--- config.mk ---
export PLATFORM = sky130hd
export DESIGN_NAME = pio_strobe_gen
export DESIGN_NICKNAME = d
export VERILOG_FILES = /design/src/rtl/pio_tmg_pkg.sv /design/src/rtl/pio_tmg_regs.sv /design/src/rtl/pio_tmg_sync.sv /design/src/rtl/pio_tmg_engine.sv /design/src/rtl/pio_strobe_gen.sv
export SDC_FILE = /design/constraint.sdc
export NUM_CORES = 1
export LEC_CHECK = 0
export CORE_MARGIN = 2
export CORE_UTILIZATION = 50
export CTS_BUF_LIST = sky130_fd_sc_hd__clkbuf_4 sky130_fd_sc_hd__clkbuf_8
export CTS_CLUSTER_SIZE = 12
export DETAILED_ROUTE_END_ITERATION = 6
export PLACE_DENSITY = 0.76
export SYNTH_ARGS = -nofsm -noshare
export SYNTH_HDL_FRONTEND = slang
export SYNTH_HIERARCHICAL = 1
export SYNTH_SLANG_ARGS = --single-unit
--- constraint.sdc ---
create_clock -name clk -period 2.05 [get_ports clk]
set_input_delay 0.205 -clock clk [delete_from_list [all_inputs] [get_ports clk]]
set_output_delay 0.205 -clock clk [all_outputs]
set_load 0.02 [all_outputs]
--- src/rtl/pio_tmg_pkg.sv ---
package pio_tmg_pkg;

   localparam int NYB_W    = 4;
   localparam int CNT_W    = 5;
   localparam int WORD_W   = 16;
   // longest active and recovery lengths, reached with a zero nybble
   localparam int ACT_SPAN = 17;
   localparam int REC_SPAN = 16;

   typedef enum logic [1:0] {
      ST_IDLE = 2'd0,
      ST_ACT  = 2'd1,
      ST_REC  = 2'd2
   } pio_state_e;

   // counter preload = length - 1
   function automatic logic [CNT_W-1:0] act_preload(input logic [NYB_W-1:0] nyb);
      return CNT_W'(ACT_SPAN - 1) - {1'b0, nyb};
   endfunction

   function automatic logic [CNT_W-1:0] rec_preload(input logic [NYB_W-1:0] nyb);
      return CNT_W'(REC_SPAN - 1) - {1'b0, nyb};
   endfunction

endpackage

--- src/rtl/pio_tmg_regs.sv ---
module pio_tmg_regs #(
   parameter int          UNITS       = 4,
   parameter int          ADDR_W      = 8,
   parameter int          BUSY_W      = 2,
   parameter logic [7:0]  TIMING_BASE = 8'h44,
   parameter logic [7:0]  MODE_ADDR   = 8'h42,
   parameter int          MODE_LSB    = 4
) (
   input  logic                                   clk,
   input  logic                                   rst_n,
   input  logic                                   cfg_we,
   input  logic [ADDR_W-1:0]                      cfg_addr,
   input  logic [pio_tmg_pkg::WORD_W-1:0]         cfg_wdata,
   input  logic [BUSY_W-1:0]                      wbuf_busy,
   output logic [UNITS-1:0][pio_tmg_pkg::WORD_W-1:0] timing_words,
   output logic [UNITS-1:0]                       mode_bits
);
   import pio_tmg_pkg::*;

   logic             mode_sel;
   logic             bufs_clear;
   logic             pend_q;
   logic [UNITS-1:0] pend_val_q;
   logic [UNITS-1:0] mode_q;

   assign mode_sel   = cfg_we && (cfg_addr == ADDR_W'(MODE_ADDR));
   assign bufs_clear = (wbuf_busy == '0);

   for (genvar u = 0; u < UNITS; u++) begin : g_unit
      localparam logic [ADDR_W-1:0] UADDR = ADDR_W'(TIMING_BASE + 2*u);
      logic [WORD_W-1:0] word_q;

      always_ff @(posedge clk or negedge rst_n) begin
         if (!rst_n)
            word_q <= '0;
         else if (cfg_we && (cfg_addr == UADDR))
            word_q <= cfg_wdata;
      end

      assign timing_words[u] = word_q;
   end

   // mode byte: applied only when no posted write is outstanding
   always_ff @(posedge clk or negedge rst_n) begin
      if (!rst_n) begin
         mode_q     <= '0;
         pend_q     <= 1'b0;
         pend_val_q <= '0;
      end else if (mode_sel) begin
         if (bufs_clear) begin
            mode_q <= cfg_wdata[MODE_LSB +: UNITS];
            pend_q <= 1'b0;
         end else begin
            pend_q     <= 1'b1;
            pend_val_q <= cfg_wdata[MODE_LSB +: UNITS];
         end
      end else if (pend_q && bufs_clear) begin
         mode_q <= pend_val_q;
         pend_q <= 1'b0;
      end
   end

   assign mode_bits = mode_q;

   // mode bits hold still while any write buffer is busy
   a_r9_mode_frozen_busy: assert property (@(posedge clk) disable iff (!rst_n)
      (wbuf_busy != '0) |=> $stable(mode_q));

   // an outstanding change lands as soon as the buffers drain
   a_r9_pending_drains: assert property (@(posedge clk) disable iff (!rst_n)
      (pend_q && bufs_clear && !mode_sel) |=> (!pend_q && mode_q == $past(pend_val_q)));

endmodule

--- src/rtl/pio_tmg_sync.sv ---
module pio_tmg_sync #(
   parameter int STAGES = 2
) (
   input  logic clk,
   input  logic rst_n,
   input  logic din,
   output logic dout
);
   if (STAGES == 0) begin : g_bypass
      assign dout = din;
   end else begin : g_chain
      logic [STAGES-1:0] chain_q;

      always_ff @(posedge clk or negedge rst_n) begin
         if (!rst_n)
            chain_q <= '0;
         else if (STAGES == 1)
            chain_q <= din;
         else
            chain_q <= STAGES'({chain_q, din});
      end

      assign dout = chain_q[STAGES-1];
   end

endmodule

--- src/rtl/pio_tmg_engine.sv ---
module pio_tmg_engine #(
   parameter int UNITS  = 4,
   parameter int UNIT_W = 2
) (
   input  logic                                   clk,
   input  logic                                   rst_n,
   input  logic                                   req_valid,
   input  logic [UNIT_W-1:0]                      req_unit,
   input  logic                                   req_write,
   input  logic [UNITS-1:0][pio_tmg_pkg::WORD_W-1:0] timing_words,
   input  logic [UNITS-1:0]                       mode_bits,
   input  logic                                   iordy_s,
   output logic                                   req_ready,
   output logic                                   strobe_rd,
   output logic                                   strobe_wr,
   output logic                                   cycle_done
);
   import pio_tmg_pkg::*;

   pio_state_e       state_q;
   logic [CNT_W-1:0] cnt_q;
   logic [NYB_W-1:0] rec_nyb_q;
   logic             wr_q;
   logic             honor_q;
   logic [WORD_W-1:0] sel_word;
   logic [7:0]       sel_byte;
   logic             cnt_zero;

   assign sel_word = timing_words[req_unit];
   assign sel_byte = req_write ? sel_word[15:8] : sel_word[7:0];
   assign cnt_zero = (cnt_q == '0);

   always_ff @(posedge clk or negedge rst_n) begin
      if (!rst_n) begin
         state_q   <= ST_IDLE;
         cnt_q     <= '0;
         rec_nyb_q <= '0;
         wr_q      <= 1'b0;
         honor_q   <= 1'b0;
      end else begin
         case (state_q)
            ST_IDLE: begin
               if (req_valid) begin
                  state_q   <= ST_ACT;
                  cnt_q     <= act_preload(sel_byte[3:0]);
                  rec_nyb_q <= sel_byte[7:4];
                  wr_q      <= req_write;
                  honor_q   <= !mode_bits[req_unit];
               end
            end
            ST_ACT: begin
               if (!cnt_zero)
                  cnt_q <= cnt_q - 1'b1;
               else if (!honor_q || iordy_s) begin
                  state_q <= ST_REC;
                  cnt_q   <= rec_preload(rec_nyb_q);
               end
            end
            ST_REC: begin
               if (!cnt_zero)
                  cnt_q <= cnt_q - 1'b1;
               else
                  state_q <= ST_IDLE;
            end
            default: state_q <= ST_IDLE;
         endcase
      end
   end

   assign req_ready  = (state_q == ST_IDLE);
   assign strobe_rd  = (state_q == ST_ACT) && !wr_q;
   assign strobe_wr  = (state_q == ST_ACT) &&  wr_q;
   assign cycle_done = (state_q == ST_REC) && cnt_zero;

   // never both strobes
   a_r6_strobe_onehot0: assert property (@(posedge clk) disable iff (!rst_n)
      $onehot0({strobe_rd, strobe_wr}));

   // accepted request starts the strobe on the next clock
   a_r10_accept_starts: assert property (@(posedge clk) disable iff (!rst_n)
      (req_valid && req_ready) |=> (strobe_rd || strobe_wr));

   // done is a single-clock pulse followed by idle
   a_r10_done_pulse: assert property (@(posedge clk) disable iff (!rst_n)
      cycle_done |=> (!cycle_done && req_ready));

   // no ready while a strobe is driven
   a_r10_ready_idle_only: assert property (@(posedge clk) disable iff (!rst_n)
      req_ready |-> !(strobe_rd || strobe_wr || cycle_done));

   // shortest active phase is two clocks
   a_r3_min_active: assert property (@(posedge clk) disable iff (!rst_n)
      $rose(strobe_rd || strobe_wr) |=> (strobe_rd || strobe_wr));

   // at least one recovery clock after every strobe
   a_r4_recovery_follows: assert property (@(posedge clk) disable iff (!rst_n)
      $fell(strobe_rd || strobe_wr) |-> (!req_ready && !strobe_rd && !strobe_wr));

   // with IORDY ignored, an expired count always leaves the active phase
   a_r8_no_stretch: assert property (@(posedge clk) disable iff (!rst_n)
      (state_q == ST_ACT && cnt_zero && !honor_q) |=> (state_q == ST_REC));

   // a low IORDY holds the strobe once the count is used up
   a_r7_stretch_hold: assert property (@(posedge clk) disable iff (!rst_n)
      (state_q == ST_ACT && cnt_zero && honor_q && !iordy_s) |=> (state_q == ST_ACT));

endmodule

--- src/rtl/pio_strobe_gen.sv ---
module pio_strobe_gen #(
   parameter int          UNITS       = 4,
   parameter int          ADDR_W      = 8,
   parameter int          BUSY_W      = 2,
   parameter int          IORDY_SYNC  = 2,
   parameter logic [7:0]  TIMING_BASE = 8'h44,
   parameter logic [7:0]  MODE_ADDR   = 8'h42,
   parameter int          MODE_LSB    = 4,
   localparam int         UNIT_W      = (UNITS > 1) ? $clog2(UNITS) : 1
) (
   input  logic              clk,
   input  logic              rst_n,
   input  logic              cfg_we,
   input  logic [ADDR_W-1:0] cfg_addr,
   input  logic [15:0]       cfg_wdata,
   input  logic [BUSY_W-1:0] wbuf_busy,
   input  logic              req_valid,
   input  logic [UNIT_W-1:0] req_unit,
   input  logic              req_write,
   input  logic              iordy,
   output logic              req_ready,
   output logic              strobe_rd,
   output logic              strobe_wr,
   output logic              cycle_done
);
   import pio_tmg_pkg::*;

   if (UNITS < 1 || MODE_LSB + UNITS > 8) begin : g_bad_units
      $error("pio_strobe_gen: UNITS must fit the mode byte above MODE_LSB");
   end
   if (IORDY_SYNC < 0 || IORDY_SYNC > 4) begin : g_bad_sync
      $error("pio_strobe_gen: IORDY_SYNC must be 0..4");
   end
   if (ADDR_W < 8) begin : g_bad_addr
      $error("pio_strobe_gen: ADDR_W must hold the register offsets");
   end

   logic [UNITS-1:0][WORD_W-1:0] timing_words;
   logic [UNITS-1:0]             mode_bits;
   logic                         iordy_s;

   pio_tmg_regs #(
      .UNITS       (UNITS),
      .ADDR_W      (ADDR_W),
      .BUSY_W      (BUSY_W),
      .TIMING_BASE (TIMING_BASE),
      .MODE_ADDR   (MODE_ADDR),
      .MODE_LSB    (MODE_LSB)
   ) u_regs (
      .clk          (clk),
      .rst_n        (rst_n),
      .cfg_we       (cfg_we),
      .cfg_addr     (cfg_addr),
      .cfg_wdata    (cfg_wdata),
      .wbuf_busy    (wbuf_busy),
      .timing_words (timing_words),
      .mode_bits    (mode_bits)
   );

   pio_tmg_sync #(
      .STAGES (IORDY_SYNC)
   ) u_sync (
      .clk   (clk),
      .rst_n (rst_n),
      .din   (iordy),
      .dout  (iordy_s)
   );

   pio_tmg_engine #(
      .UNITS  (UNITS),
      .UNIT_W (UNIT_W)
   ) u_engine (
      .clk          (clk),
      .rst_n        (rst_n),
      .req_valid    (req_valid),
      .req_unit     (req_unit),
      .req_write    (req_write),
      .timing_words (timing_words),
      .mode_bits    (mode_bits),
      .iordy_s      (iordy_s),
      .req_ready    (req_ready),
      .strobe_rd    (strobe_rd),
      .strobe_wr    (strobe_wr),
      .cycle_done   (cycle_done)
   );

endmodule

Word level (Yosys, flattened, before mapping)
Index checks and enable logic that the tools add are counted.

operators by class
  $add $sub $neg = 3
  order comparisons = 1
  equality and inequality tests = 14
  mux-type cells = 21
  bitwise operators = 1
  reductions and logical operators = 23

operators with widths
  kind                                                         number
  == test 8 x 7 -> 1 bit (second input constant)               5
  binary-select mux 16 bit (select 2 bit)                      1
  2-to-1 mux 5 bit                                             4
  2-to-1 mux 16 bit                                            1
  one-hot mux 5 bit (3 select lines)                           1
  2-to-1 mux 4 bit                                             3
  logical AND 1 bit                                            9
  2-to-1 mux 2 bit                                             4
  2-to-1 mux 8 bit                                             1
  AND reduction 4 bit                                          2
  inequality test 2 x 1 -> 1 bit (second input constant)       3
  inequality test 2 bit (second input constant)                3
  one-hot mux 2 bit (3 select lines)                           1
  AND reduction 2 bit                                          3
  logical NOT 5 bit                                            1
  subtractor 4 x 4 -> 5 bit (first input constant)             1
  subtractor 5 x 1 -> 5 bit (second input constant)            1
  subtractor 5 x 4 -> 5 bit (first input constant)             1
  logical NOT 2 bit                                            2
  2-to-1 mux 1 bit                                             4
  logical NOT 1 bit                                            3
  less-than comparator 2 x 3 -> 1 bit (second input constant)  1
  inequality test 3 bit (second input constant)                1
  nonzero test 3 bit                                           1
  other kinds (6)                                              6

storage, ports and cells
  register bits after elaboration = 88
  input bits = 34
  output and inout port bits = 4

Depth between registers and ports, before layout
Gate-level depths: netlist of the first run.

  depth in word-level cells = 6
  depth in mapped cells = 8
  mapped depth without buffers = 7

Hierarchy
The synthesis of the first run kept the hierarchy.

modules (own cells, without submodules)
  module          times used  cells each  area each (sq um)  sequential area each (sq um)
  pio_tmg_regs    1           179         2836.5             1826.8
  pio_tmg_engine  1           118         1332.5             325.3
  pio_tmg_sync    1           2           50.0               50.0

Worst setup path before layout of the first run
OpenSTA, ideal clock, no wires.

  kind = input port to flip-flop
  start point = input port cfg_addr[0]
  end point = register u_regs.g_unit[2].word_q[10]
  arrival time = 1922 ps
  setup slack = 3 ps
  cell stages on the path = 5
  cells stage by stage = or4_4 or2_4 nor4b_4 buf_6 mux2_2

on the way
  cells in the longest elaborated chain, start to end = 2

RTL lines
  item                    line                  RTL
  from (decl)             pio_strobe_gen.sv:14  input logic [ADDR_W-1:0] cfg_addr,
  == test 8 x 7 -> 1 bit  pio_tmg_regs.sv:36    else if (cfg_we && (cfg_addr == UADDR))
  logical AND 1 bit       pio_tmg_regs.sv:36
  to (signal assigned)    pio_tmg_regs.sv:37    word_q <= cfg_wdata;
  to (decl)               pio_tmg_regs.sv:31    logic [WORD_W-1:0] word_q;

No other way between the ends.
A chain may end at the register's enable or synchronous reset.

Worst setup path in the final report of the first run
  start point = input port cfg_addr[0]
  end point = register u_regs.g_unit[2].word_q[0]

The elaborated chain is that of the path after synthesis.

==> results of run 1 <==
-- cells by family (layout without fill, tap and decap cells) --
logic type      count (synthesis)  in the layout
buf+inv                        19             85
flops                          88             88
mux                           100            100
fa+ha+maj                       7              7
compound gates                 30             30
xor+xnor                        3              3
simple gates                   52             52
-- power breakdown --
group | internal [mW] | switching (mW) | total, mW
clock network | 0.436 | 0.556 | 0.993
registers | 1.92 | 0.130 | 2.05
logic | 0.667 | 0.679 | 1.35
total | 3.02 | 1.36 | 4.39
-- metrics by stage --
stage / setup WS (ps) / hold slack (ps) / instances
after detailed placement: -340 / 188 / 453
after CTS: 9.63 / 278 / 469
after global routing: 11.1 / 273 / 470
final: 45.7 / 290 / 470
after floorplan: 2.77 / -90.6 / 299
after global placement: -281 / 189 / 453
-- what timing repair did --
action | 4_1_cts | 5_1_grt
buffers inserted | 0 | 1
hold buffers | 1 | 0
pin swaps | 0 | 1
resized for setup | 2 | 11
setup endpoints to repair | 2 | 5
endpoints found under the hold margin | 34 | 0
-- synth_stat cells (5+ instances only) --
cell type	instances	area, um2
sky130_fd_sc_hd__a21oi_1	10	50.1
sky130_fd_sc_hd__ha_1	7	87.6
sky130_fd_sc_hd__nor2_1	20	75.1
sky130_fd_sc_hd__nand3_1	6	30.0
sky130_fd_sc_hd__nand2_1	5	18.8
sky130_fd_sc_hd__mux2_2	73	822
sky130_fd_sc_hd__mux2i_1	8	80.1
sky130_fd_sc_hd__dfrtp_1	88	2200
sky130_fd_sc_hd__clkbuf_1	6	22.5
sky130_fd_sc_hd__o21ai_0	6	30.0
sky130_fd_sc_hd__inv_1	6	22.5
sky130_fd_sc_hd__mux4_2	17	383
-- final cells by class --
type,instances,area [um2]
Tap cell,105,131
Fill cell,635,3130
Sequential cell,88,2200
Multi-Input combinational cell,192,1940
Clock buffer,10,131
Clock inverter,5,25.0
Inverter,6,22.5
Timing Repair Buffer,64,636
-- registers in the layout, summed over array words and instances (netlist names) --
register,flops
u_regs/pend_val_q,4
u_engine/honor_q,1
u_sync/g_chain.chain_q,2
u_engine/cnt_q,5
u_engine/state_q,2
u_engine/rec_nyb_q,4
u_regs/g_unit.word_q,64
u_regs/mode_bits,4
u_regs/pend_q,1
u_engine/wr_q,1
-- critical path, delay by kind of cell --
kind	cells	cell delay [ps]
AND/OR/NAND/NOR	3	1070
multiplexers	1	350
buffers and inverters	2	600
-- per-layer routing --
| layer | track usage, % | wire length (um) | part of all wire [%] | vias to the layer above |
|---|---|---|---|---|
| met4 | 8.69 | 159 | 2.0 | 0 |
| met1 | 25.6 | 3540 | 44 | 1368 |
| li1 | - | - | - | 1228 |
| met2 | 33.0 | 4170 | 51 | 55 |
| met3 | 4.54 | 268 | 3.3 | 17 |
| met5 | 0 | 0 | 0 | - |
-- worst max-delay path by stage --
stage,slack [ps],depth (start not counted),startpoint,endpoint
2_1_floorplan,3,5,cfg_addr[0],u_regs/g_unit[2].word_q[10]
3_3_place_gp,-280,6,cfg_addr[0],u_regs/g_unit[2].word_q[13]
3_5_place_dp,-340,6,cfg_addr[0],u_regs/g_unit[2].word_q[0]
4_1_cts,10,4,u_engine/state_q[1],strobe_wr
5_1_grt,10,6,cfg_addr[0],u_regs/g_unit[2].word_q[15]
6_report,50,6,cfg_addr[0],u_regs/g_unit[2].word_q[0]
-- layout by cell type (no fill, tap or decap), drive strengths merged, types with 2 or more instances in the layout --
cell / instances
clkbuf: 11
a211o: 4
clkinv: 5
mux4: 17
inv: 6
a21oi: 10
buf: 27
mux2: 73
nand2: 5
nand3: 6
nor2: 20
nor3: 2
ha: 7
o21ai: 10
and2: 3
xor2: 3
mux2i: 10
nor2b: 2
nor4b: 2
clkdlybuf4s50: 33
and3: 4
dfrtp: 88
==> flow_summary.rst, run 1 <==
.. list-table::
   :header-rows: 1

   * - Metric
     - Value
   * - Antenna Nets Post-Route
     - 0
   * - Static Leak
     - 2.46 nW
   * - Combinational family with the most area after synthesis
     - multiplexers
   * - Destination of the worst register-to-register timing path
     - u_engine/cnt_q[0]
   * - # port buffers
     - 37
   * - Post-DP HPWL
     - 5.79 mm
   * - Effective utilization at floorplan
     - 51.3%
   * - Relative slew slack
     - 63.7%
   * - Number of cells on the worst reg-to-reg path
     - 8
   * - Clk sink count
     - 88
   * - Post-Route Skew
     - 7.63 ps
   * - Total length of routed wires
     - 8.14 mm
   * - Maxcap violations
     - 0
   * - Launch point of the worst hold path
     - iordy
   * - Cell at the root of the clock tree
     - sky130_fd_sc_hd__clkbuf_8
   * - Worst path arrival time
     - 2240 ps
   * - Element type at the critical path end
     - flip-flop
   * - Sequential area share after synthesis
     - 52.2%
   * - Hold Crit Class
     - in2reg
   * - Setup repair after global routing missed its margin
     - false
   * - Post-synthesis cell area
     - 4220 um2
   * - Average detailed-routed wire length per instance
     - 17.3 um
   * - Initial antenna violation count
     - 0
   * - Most used flip-flop cell after synthesis
     - sky130_fd_sc_hd__dfrtp_1
   * - Vias per cell
     - 5.68
   * - Num rows
     - 33
   * - DR vias
     - 2668
   * - Cell variety after synth
     - 40
   * - Share of synthesized cell area in and, or, nand and nor gates
     - 7.27%
   * - Library cell contributing the largest single delay on the critical path
     - sky130_fd_sc_hd__or4_4
   * - Deepest clock path buffer count
     - 2
   * - Syn Inst Count
     - 299
   * - Fraction of the core area covered by cells at the end of the flow
     - 61.9%
   * - Sum of negative setup slack
     - 0 ps
   * - Gpl congestion
     - 0.838
   * - Total chip power
     - 4.39 mW
   * - Clock network latency to the later pin of the worst-skew pair
     - 350 ps
   * - Final-stage net count
     - 402
   * - Total DRC errors in the routed layout
     - 0
   * - H-tree depth
     - 3
   * - I/O Pins
     - 38
   * - CP Class
     - in2reg
   * - Register bit count reported by yosys
     - 88
   * - Antenna diodes
     - 0
   * - Worst-Margin Slew
     - 539 ps
   * - Final number of hold-violating endpoints
     - 0
   * - Final count of pins violating max slew
     - 0
   * - Core ar.
     - 8220 um2
   * - Register clock-pin slew on the reported worst setup and hold paths
     - 80 ps
   * - Crit path max fanout
     - 16
   * - Worst hold endpoint
     - u_sync/g_chain.chain_q[0]
   * - Count of final setup violators
     - 0
   * - Largest net degree at the start of global routing
     - 55
   * - Die area
     - 9190 um2
   * - Register-to-register path setup slack
     - 160 ps
   * - Crit-path cells
     - clkdlybuf4s50_1 > or4_4 > or2_4 > nor4b_4 > buf_12 > mux2_2
   * - Post-route cell area
     - 5090 um2
   * - Number of nets in the synthesized netlist
     - 340
   * - Signed area change from the synthesized netlist to the final layout
     - 20.6%
   * - Status
     - complete, no violations
   * - Share of final-layout standard cells stronger than drive strength 1
     - 40.0%
   * - Mean cell area of the mapped netlist
     - 14.1 um2
   * - Synthesis Warnings
     - 6
   * - Minimum clock period
     - 2000 ps
   * - Period utilization
     - 97.8%
   * - Die width
     - 95.9 um
   * - Parity-gate share of the synthesized area counting xor and xnor cells
     - 0.623%
   * - Number of buffers inserted during clock tree synthesis
     - 9
   * - Longest individual stage delay on the worst path
     - 530 ps
   * - Total routing resource utilization after global routing
     - 20.1%
   * - TritonCTS clock tree
     - done
   * - DRC marker count from the first detailed-route iteration
     - 113
   * - Leftover overflow at the end of global routing
     - 0
   * - Number of synthesized flops with an enable pin
     - 0
   * - Height of the die
     - 95.9 um
   * - First-pass GRT wire length
     - 13.7 mm
   * - Area of placed instances
     - 4890 um2
   * - Number of global-route vias before repair
     - 2789
   * - Share of synthesized registers carrying an async set or reset
     - 100%
   * - Compound-Gate Fraction of Synth Area
     - 4.45%
   * - Worst IR Drop VDD
     - 0.405 mV
   * - Pwr/cell area
     - 863 nW/um2
   * - Worst endpoint required time
     - 2290 ps
   * - Number of stages on the worst hold path
     - 1
   * - Proportion of synthesized area in mux cells
     - 31.1%
   * - Critical path startpoint category
     - primary input
   * - Maximum clock rate
     - 0.499 GHz
   * - Length of the first detailed-routing pass in iterations
     - 4
   * - Adder-cell area share of the yosys netlist
     - 2.08%
   * - Reg-to-Reg Start
     - u_engine/cnt_q[0]
Note: power is estimated with default switching activity, not from simulation.
==> run 2: changes to the inputs <==
--- a/config.mk
+++ b/config.mk
@@ -5,12 +5,13 @@
 export SDC_FILE = /design/constraint.sdc
 export NUM_CORES = 1
 export LEC_CHECK = 0
+export CAP_MARGIN = 20
 export CORE_MARGIN = 2
-export CORE_UTILIZATION = 50
+export CORE_UTILIZATION = 60
 export CTS_BUF_LIST = sky130_fd_sc_hd__clkbuf_4 sky130_fd_sc_hd__clkbuf_8
 export CTS_CLUSTER_SIZE = 12
 export DETAILED_ROUTE_END_ITERATION = 6
-export PLACE_DENSITY = 0.76
+export PLACE_DENSITY = 0.88
 export SYNTH_ARGS = -nofsm -noshare
 export SYNTH_HDL_FRONTEND = slang
 export SYNTH_HIERARCHICAL = 1
==> flow_summary.rst, run 2 (synthesis results as in run 1) <==
.. list-table::
   :header-rows: 1

   * - Metric
     - Value
   * - Status
     - complete, no violations
   * - Signed area change from the synthesized netlist to the final layout
     - 21.3%
   * - TritonCTS clock tree
     - done
   * - Die width
     - 87.9 um (-8.4%)
   * - Post-Route Skew
     - 5.08 ps (-2.55 ps)
   * - Length of the first detailed-routing pass in iterations
     - 4 (unchanged)
   * - Register clock-pin slew on the reported worst setup and hold paths
     - 80 ps (about the same)
   * - Most used cells in the layout excluding fill and tap cells
     - sky130_fd_sc_hd__dfrtp_1, sky130_fd_sc_hd__mux2_2, sky130_fd_sc_hd__clkdlybuf4s50_1
   * - Hold Crit Class
     - in2reg
   * - Setup WS pre-CTS
     - -316 ps (+24.5 ps)
   * - Element type at the critical path end
     - flip-flop
   * - Die area
     - 7720 um2 (-16%)
   * - Post-DP HPWL
     - 5.71 mm (-1.4%)
   * - Total chip power
     - 4.57 mW (+4.2%)
   * - Static Leak
     - 2.47 nW (+0.22%)
   * - Reg-to-Reg Start
     - u_engine/cnt_q[0]
   * - Area of placed instances
     - 4870 um2 (-0.59%)
   * - Count of final setup violators
     - 0 (unchanged)
   * - Final critical-path setup slack
     - 66.6 ps (+20.9 ps)
   * - Number of stages on the worst hold path
     - 1 (unchanged)
   * - Flip-flop count of the largest register, all copies and words added
     - 64 (unchanged)
   * - Vias per cell
     - 5.79 (+2.0%)
   * - Number of cells on the worst reg-to-reg path
     - 8 (unchanged)
   * - Worst path arrival time
     - 2230 ps (about the same)
   * - Effective utilization at floorplan
     - 62.1% (+11 points)
   * - Final number of hold-violating endpoints
     - 0 (unchanged)
   * - Count of non-filler cells in the finished layout
     - 462 (-1.7%)
   * - Worst-Margin Slew
     - 524 ps (-14.4 ps)
   * - Register ranked first by flip-flop count
     - u_regs/g_unit.word_q
   * - Final-stage net count
     - 402 (unchanged)
   * - Largest net degree at the start of global routing
     - 37 (-33%)
   * - Pwr/cell area
     - 893 nW/um2 (+3.6%)
   * - Antenna diodes
     - 0 (unchanged)
   * - Share of final-layout standard cells stronger than drive strength 1
     - 40.4% (+0.44 points)
   * - Fraction of the core area covered by cells at the end of the flow
     - 75.3% (+13 points)
   * - Total routing resource utilization after global routing
     - 24.5% (+4.4 points)
   * - Clock network latency to the later pin of the worst-skew pair
     - 360 ps (about the same)
   * - Launch point of the worst hold path
     - iordy
   * - Register-to-register path setup slack
     - 150 ps (about the same)
   * - Deepest clock path buffer count
     - 2 (unchanged)
   * - Relative slew slack
     - 64.7% (+0.97 points)
   * - Leftover overflow at the end of global routing
     - 0 (unchanged)
   * - Postcts setup bufs
     - 0 (unchanged)
   * - DRC marker count from the first detailed-route iteration
     - 125 (+11%)
   * - Number of global-route vias before repair
     - 2786 (-0.11%)
   * - Destination of the worst register-to-register timing path
     - u_engine/cnt_q[3]
   * - Num rows
     - 30 (-9.1%)
   * - Number of buffers inserted during clock tree synthesis
     - 9 (unchanged)
   * - # port buffers
     - 37 (unchanged)
   * - Core ar.
     - 6790 um2 (-17%)
   * - Crit path max fanout
     - 8 (-8)
   * - Final-layout worst hold slack
     - 294 ps (+4.08 ps)
   * - Maximum clock rate
     - 0.504 GHz (+1.1%)
   * - Critical path startpoint category
     - primary input
   * - Maxcap violations
     - 0 (unchanged)
   * - Worst endpoint required time
     - 2290 ps (about the same)
   * - Biggest regs
     - u_regs/g_unit.word_q (64), u_engine/cnt_q (5)
   * - H-tree depth
     - 3 (unchanged)
   * - First-pass GRT wire length
     - 14.1 mm (+2.5%)
   * - Post-route cell area
     - 5120 um2 (+0.59%)
   * - Minimum clock period
     - 1980 ps (-20.9 ps)
   * - CP Class
     - in2reg
   * - Antenna Nets Post-Route
     - 0 (unchanged)
   * - Period utilization
     - 96.7% (-1.0 points)
   * - Average detailed-routed wire length per instance
     - 17.7 um (+2.3%)
   * - I/O Pins
     - 38 (unchanged)
   * - Total DRC errors in the routed layout
     - 0 (unchanged)
   * - Initial antenna violation count
     - 0 (unchanged)
   * - Worst hold endpoint
     - u_sync/g_chain.chain_q[0]
   * - Sum of negative setup slack
     - 0 ps (unchanged)
   * - Total instance count after detailed placement
     - 445 (-1.8%)
   * - Leading cell type in the layout, fill and taps excluded
     - sky130_fd_sc_hd__dfrtp_1
   * - Final count of pins violating max slew
     - 0 (unchanged)
   * - Total length of routed wires
     - 8.18 mm (+0.55%)
   * - Gpl congestion
     - 0.842 (+0.55%)
   * - Clk sink count
     - 88 (unchanged)
   * - Height of the die
     - 87.9 um (-8.4%)
   * - Setup repair after global routing missed its margin
     - false
   * - Cell at the root of the clock tree
     - sky130_fd_sc_hd__clkbuf_8
   * - DR vias
     - 2676 (+0.30%)
   * - Worst IR Drop VDD
     - 0.541 mV (+34%)
-- run 2: cell type report --
type                       count  area, um2
fill                         436       1680
clock inverter                 1       7.51
inverter                       6       22.5
multi-input combinational    192       1960
tap                           96        120
timing repair buffer          64        609
sequential                    88       2200
clock buffer                  15        200
-- run 2: how the worst max path moves through the flow --
stage | to | slack, ps | start | depth (start not counted)
after floorplan | u_regs/g_unit[2].word_q[10] | 3 | cfg_addr[0] | 5
after global placement | u_regs/g_unit[2].word_q[6] | -280 | cfg_addr[0] | 6
after detailed placement | u_regs/g_unit[2].word_q[13] | -320 | cfg_addr[0] | 6
after CTS | cycle_done | 10 | u_engine/cnt_q[0] | 5
after global routing | strobe_rd | 2 | u_engine/state_q[1] | 4
final | u_regs/g_unit[2].word_q[13] | 70 | cfg_addr[0] | 6
-- run 2: worst max-delay path: stages --
cell	delay, ps
sky130_fd_sc_hd__clkdlybuf4s50_1	400
sky130_fd_sc_hd__or4_4	540
sky130_fd_sc_hd__or2_4	280
sky130_fd_sc_hd__nor4b_4	230
sky130_fd_sc_hd__buf_4	220
sky130_fd_sc_hd__mux2_2	350
-- run 2: what timing repair did --
action / CTS / global route
gates cloned: 0 / 0
hold buffers: 1 / 0
pin swaps: 0 / 1
gates resized for setup: 4 / 12
setup endpoints to repair: 3 / 5
hold endpoints to repair: 28 / 0
-- run 2: power breakdown --
part | internal (mW) | switching (mW)
Clock | 0.621 | 0.571
Sequential | 1.92 | 0.136
Combinational | 0.649 | 0.676
Total | 3.19 | 1.38
-- run 2: layer usage --
metal,wire length (um),GRT usage (%)
met1,3540,32.8
met2,4130,39.3
met3,353,7.26
met4,157,7.27
met5,0,0
